**src/rtl/lcd_seq_pkg.sv**
```systemverilog
package lcd_seq_pkg;
   localparam int NFRAME  = 2;
   localparam int NADDR   = 2 * NFRAME;
   localparam int NCOND   = NFRAME + 1;
   localparam int CB_ERR  = NFRAME;
   localparam logic [1:0] PM_PAL_ONLY  = 2'd1;
   localparam logic [1:0] PM_DATA_ONLY = 2'd2;
endpackage

```
**src/rtl/lcd_addr_window.sv**
```systemverilog
module lcd_addr_window #(
   parameter int AW = 16,
   parameter logic [AW-1:0] LO = '0,
   parameter logic [AW-1:0] HI = '1
) (
   input  logic [AW-1:0] addr,
   output logic          ok
);
   assign ok = (addr >= LO) && (addr <= HI);
endmodule

```
**src/rtl/lcd_cond_reg.sv**
```systemverilog
module lcd_cond_reg #(
   parameter int NB = 3
) (
   input  logic          clk,
   input  logic          rst_n,
   input  logic [NB-1:0] set_vec,
   input  logic          clr_all,
   output logic [NB-1:0] bits
);
   always_ff @(posedge clk or negedge rst_n) begin
      if (!rst_n) bits <= '0;
      else        bits <= (clr_all ? '0 : bits) | set_vec;
   end
endmodule

```
**src/rtl/lcd_frame_ptr.sv**
```systemverilog
module lcd_frame_ptr #(
   parameter int AW = 16
) (
   input  logic          clk,
   input  logic          rst_n,
   input  logic          go_idle,
   input  logic          wake,
   input  logic          load_bases,
   input  logic [AW-1:0] top0,
   input  logic [AW-1:0] top1,
   input  logic          advance,
   input  logic          dual,
   output logic          idle,
   output logic          idx,
   output logic [AW-1:0] base
);
   logic [AW-1:0] base_q [2];

   always_ff @(posedge clk or negedge rst_n) begin
      if (!rst_n) begin
         idle <= 1'b1;
         idx  <= 1'b0;
      end else if (go_idle) begin
         idle <= 1'b1;
         idx  <= 1'b0;
      end else if (wake) begin
         idle <= 1'b0;
         idx  <= 1'b0;
      end else if (advance && dual) begin
         idx  <= ~idx;
      end
   end

   always_ff @(posedge clk or negedge rst_n) begin
      if (!rst_n) begin
         base_q[0] <= '0;
         base_q[1] <= '0;
      end else if (load_bases) begin
         base_q[0] <= top0;
         base_q[1] <= top1;
      end
   end

   assign base = base_q[idx];
endmodule

```
**src/rtl/lcd_frame_seq.sv**
```systemverilog
module lcd_frame_seq
   import lcd_seq_pkg::*;
#(
   parameter int AW = 16,
   parameter logic [AW-1:0] WIN_LO = 16'h1000,
   parameter logic [AW-1:0] WIN_HI = 16'h7FFF
) (
   input  logic          clk,
   input  logic          rst_n,
   input  logic          ctrl_wr,
   input  logic          ctrl_en,
   input  logic [1:0]    pal_mode,
   input  logic          dual,
   input  logic [AW-1:0] f0_top,
   input  logic [AW-1:0] f0_bot,
   input  logic [AW-1:0] f1_top,
   input  logic [AW-1:0] f1_bot,
   input  logic [1:0]    dma_ie,
   input  logic          frame_start,
   input  logic          cond_rd,
   input  logic          sync_fault,
   output logic          display_en,
   output logic          frame_idle,
   output logic          frame_idx,
   output logic [AW-1:0] frame_base,
   output logic [NCOND-1:0] cond,
   output logic          dma_irq,
   output logic          frame_done,
   output logic          palette_done,
   output logic          pal_load,
   output logic          sync_err
);
   generate
      if (AW < 2) begin : g_bad_aw
         $error("lcd_frame_seq: AW must be at least 2");
      end
      if (WIN_LO > WIN_HI) begin : g_bad_win
         $error("lcd_frame_seq: WIN_LO above WIN_HI");
      end
   endgenerate

   logic [AW-1:0]    addr_arr [NADDR];
   logic [NADDR-1:0] addr_ok;

   assign addr_arr[0] = f0_top;
   assign addr_arr[1] = f0_bot;
   assign addr_arr[2] = f1_top;
   assign addr_arr[3] = f1_bot;

   for (genvar i = 0; i < NADDR; i++) begin : g_win
      lcd_addr_window #(.AW(AW), .LO(WIN_LO), .HI(WIN_HI)) u_win (
         .addr (addr_arr[i]),
         .ok   (addr_ok[i])
      );
   end

   logic en_rise, en_fall, wake, valid, start_ok, start_bad;
   logic pd_eff, pal_req, advance;
   logic [NCOND-1:0] set_vec;

   assign en_rise   = ctrl_wr && ctrl_en && !display_en;
   assign en_fall   = ctrl_wr && !ctrl_en && display_en;
   assign wake      = en_rise && frame_idle;
   assign valid     = addr_ok[0] && addr_ok[1] && (!dual || (addr_ok[2] && addr_ok[3]));
   assign start_ok  = en_rise && valid;
   assign start_bad = en_rise && !valid;
   assign pd_eff    = frame_idle ? 1'b0 : palette_done;
   assign pal_req   = start_ok && (pal_mode != PM_DATA_ONLY) && !pd_eff;
   assign advance   = frame_start && display_en && !ctrl_wr;

   always_comb begin
      set_vec = '0;
      if (advance)   set_vec[frame_idx] = 1'b1;
      if (start_bad) set_vec[CB_ERR]    = 1'b1;
   end

   lcd_cond_reg #(.NB(NCOND)) u_cond (
      .clk     (clk),
      .rst_n   (rst_n),
      .set_vec (set_vec),
      .clr_all (cond_rd),
      .bits    (cond)
   );

   lcd_frame_ptr #(.AW(AW)) u_ptr (
      .clk        (clk),
      .rst_n      (rst_n),
      .go_idle    (en_fall),
      .wake       (wake),
      .load_bases (start_ok),
      .top0       (f0_top),
      .top1       (f1_top),
      .advance    (advance),
      .dual       (dual),
      .idle       (frame_idle),
      .idx        (frame_idx),
      .base       (frame_base)
   );

   always_ff @(posedge clk or negedge rst_n) begin
      if (!rst_n) begin
         display_en   <= 1'b0;
         frame_done   <= 1'b0;
         palette_done <= 1'b0;
         pal_load     <= 1'b0;
         sync_err     <= 1'b0;
      end else begin
         pal_load <= pal_req;
         if (en_fall)       display_en <= 1'b0;
         else if (start_ok) display_en <= 1'b1;
         if (en_fall && (pal_mode != PM_PAL_ONLY)) frame_done <= 1'b1;
         else if (wake)                           frame_done <= 1'b0;
         if (pal_req)   palette_done <= 1'b1;
         else if (wake) palette_done <= 1'b0;
         if (en_fall)         sync_err <= 1'b0;
         else if (sync_fault) sync_err <= 1'b1;
      end
   end

   assign dma_irq = ((cond[0] | cond[1]) & dma_ie[0]) | (cond[CB_ERR] & dma_ie[1]);
endmodule

```
**config.mk**
```make
export PLATFORM = sky130hd
export DESIGN_NAME = lcd_frame_seq
export DESIGN_NICKNAME = d
export VERILOG_FILES = /design/src/rtl/lcd_seq_pkg.sv /design/src/rtl/lcd_addr_window.sv /design/src/rtl/lcd_cond_reg.sv /design/src/rtl/lcd_frame_ptr.sv /design/src/rtl/lcd_frame_seq.sv
export SDC_FILE = /design/constraint.sdc
export NUM_CORES = 1
export LEC_CHECK = 0
export ABC_AREA = 1
export CAP_MARGIN = 15
export CORE_MARGIN = 3
export CORE_UTILIZATION = 45
export CTS_CLUSTER_DIAMETER = 60
export CTS_CLUSTER_SIZE = 25
export DETAILED_ROUTE_END_ITERATION = 7
export DONT_BUFFER_PORTS = 1
export PLACE_DENSITY = 0.67
export SLEW_MARGIN = 20
export SYNTH_ARGS = -nofsm -noshare
export SYNTH_HDL_FRONTEND = slang
export SYNTH_HIERARCHICAL = 1
export SYNTH_SLANG_ARGS = --single-unit
```
**constraint.sdc**
```tcl
create_clock -name clk -period 1.3 [get_ports clk]
set_input_delay 0.26 -clock clk [delete_from_list [all_inputs] [get_ports clk]]
set_output_delay 0.26 -clock clk [all_outputs]
set_load 0.01 [all_outputs]
```
==> out/metrics.yaml <==
outcome:
  outcome: "finished, violations left"
  violations: "negative setup slack"
detailed_routing:
  via_per_inst: 4.824
  drt_iter0_drc: 32
  drcViolationCount: 0
  dr.pass1.iters: 3
  vias: 1534
  totalWireLength_um: 4183
  drtAntennaViolNets: 0
  wl_per_cell_um: 13.15
power:
  p_int_mw: 2.751
  p_comb_frac: 0.310
  peakVddDrop_mv: 0.7722
  power.leakage_nw: 1.210
  clkPwrFrac: 0.240
  p_per_area_mw_per_mm2: 1657
  p_sw_mw: 1.400
  seq_power_share: 0.450
  netSwitchingFraction: 0.3373
cts:
  htreeDepth: 2
  clkTransAtPathRegs_ns: 0.08
  clkLatencyLatePin_ns: 0.29
  numCtsBuffers: 5
  clkSinkCount: 42
  cts_tree: "done"
  root_buffer: "clkbuf_8"
  cts_buffer_depth: 2
min_path:
  hp-class: "in -> reg"
finish:
  nFillCells: 431
  final_cell_mix: "nand2_1 (68), inv_1 (47), o21ai_2 (46)"
  final_common_cell: "nand2_1"
  final_nets: 341
  multi_input_area_um2: 819.5
  fin_util: 0.5561
  diodes: 0
  drive_above_1_share: 0.3083
  stdcell_area_mm2: 0.002505
  ff_latch_area_mm2: 0.001054
  syn_to_final_growth_pct: 16.13
timing:
  finalWorstPathRequiredPeriod_ns: 1.380
  worst_pin_slew_ns: 0.2843
  clock_skew_ns: 0.005311
  rsz0062_at_grt: "yes"
  max_slew_margin: 0.8098
  worst_slack_ns: -0.08043
  layout_worst_path_cycle_share: 1.062
  finalSetupViolCount: 16
  hold_viol: 0
  finalMaxSlewViolations: 0
  timing.fmax_ghz: 0.7244
grt:
  grt_overflow_total: 0
  grt_max_degree: 43
  grt_pass1_wl_um: 6306
  antenna_found_initial: 0
  grt_pass1_vias: 1422
  grt_use_total: 0.1486
floorplanning:
  io_pins: 103
  die_x_um: 75.24
  die-area_mm2: 0.005660
  core_mm2: 0.004504
  start_util: 0.4789
  fp.dieH_um: 75.24
  rows: 24
synthesis:
  synth_nets: 325
  synth_top_area_share: 0.4756
  yosysSeqAreaShare: 0.4878
  synth_ff_type: "dfrtp_1"
  synthCells: 249
  syn_avg_cell_area_um2: 8.663
  ys_seq_elements: 42
  synthArstFlopShare: 1.000
  synthesis.area_mm2: 0.002157
  synth-edff-count: 0
  synth_cell_types: 17
  synth_top_area_cell: "dfrtp_1"
  ys_warn_count: 6
  synth_area_leaders: "dfrtp_1 (48%), o21ai_2 (16%), nand2_1 (12%)"
worst_setup_path:
  worstSetupPathType: "reg -> out"
  cp_slowest_cell: "dfrtp_1"
  endpoint_kind: "primary output"
  slowest_delay_ns: 0.42
  crit_chain: "buf_12 > o21ai_2"
  crit_fanout: 29
  required_ns: 1.04
  cp-start-kind: "flop"
  cp_data_arrival_time_ns: 1.12
flow_run:
  maxCapViolations: 0
place:
  gp_congestion: 0.6986
  post_dp_cell_area_mm2: 0.002217
  portBuffers: 0
  dp_hpwl_um: 2888
power by group through the flow:
stage / logic [mW] / registers (mW) / clock network (mW)
global route: 1.44 / 1.91 / 1.09
floorplan: 0.982 / 1.86 / 0
global placement: 1.15 / 1.88 / 0
finish: 1.29 / 1.87 / 0.996
CTS: 1.29 / 1.87 / 1.03
detailed placement: 1.18 / 1.89 / 0
cells in the mapped netlist, types with 2 or more instances:
library cell,instances
o21ai_0,7
nand2_2,2
buf_8,3
dfrtp_1,41
nand2_1,69
inv_1,48
nand3_1,2
buf_6,6
o21ai_2,39
a21oi_1,6
nor2_1,15
o21ai_1,6
worst max-delay path: cells and delay by family, from the launching register on:
family          cells  cell delay, ns
buf+inv             1            0.19
flops               1            0.42
compound gates      1            0.22
through the flow:
step | setup TNS [ns] | hold slack, ns | total power [mW] | setup slack, ns | std cells
after floorplan | 0 | -0.03559 | 2.844 | 0.006268 | 249
after global placement | -0.2778 | -0.03413 | 3.038 | -0.03583 | 302
after detailed placement | -0.8042 | -0.03411 | 3.076 | -0.06118 | 302
after CTS | -1.372 | 0.06134 | 4.190 | -0.09683 | 314
after global routing | -2.124 | 0.06006 | 4.444 | -0.1420 | 318
final | -1.026 | 0.07032 | 4.151 | -0.08043 | 318
registers in the layout, summed over array words and instances (netlist names):
signal / count
display_en: 1
frame_done: 1
pal_load: 1
palette_done: 1
sync_err: 1
u_cond/bits: 3
u_ptr/base_q: 32
u_ptr/idle: 1
u_ptr/idx: 1
path summary, 6_finish.rpt:
kind,slack (ns),from,endpoint,cells after the start
max,-0.08,u_ptr/idx,frame_base[12],2
min,0.07,f0_top[7],u_ptr/base_q[23],2
max reg2reg,0.05,display_en,u_ptr/base_q[1],7
min reg2reg,0.51,u_ptr/idle,u_ptr/idle,2
max in group asynchronous,0.61,rst_n,u_ptr/idle,2
min in group asynchronous,0.42,rst_n,u_ptr/base_q[7],2
layout make-up:
| type | instances | share of cell area |
|---|---|---|
| Tap cell | 52 | 0.02597 |
| Sequential cell | 42 | 0.4206 |
| Clock inverter | 3 | 0.01598 |
| Inverter | 49 | 0.07343 |
| Timing Repair Buffer | 20 | 0.1094 |
| Multi-Input combinational cell | 147 | 0.3272 |
| Clock buffer | 5 | 0.02747 |
kinds of logic after synthesis:
logic type,after synthesis,share of synthesized area
simple gates,89,0.1595
buf+inv,60,0.1502
compound gates,58,0.2024
flops,42,0.4878
per-layer routing:
metal	vias to the layer above	routed length [um]	track usage
met5	-	0	0
met4	0	19	0.04660
met3	2	298	0.06008
met2	41	2029	0.2331
met1	693	1837	0.1888
li1	798	-	-
repair_timing:
action | in CTS | in global routing
setup buffers | 1 | 2
cloned | 1 | 2
pin swaps | 1 | 5
hold buffers | 2 | 0
resized for setup | 11 | 5
setup endpoints to repair | 28 | 37
endpoints found under the hold margin | 42 | 0
Power figures use the tool's default switching activity.
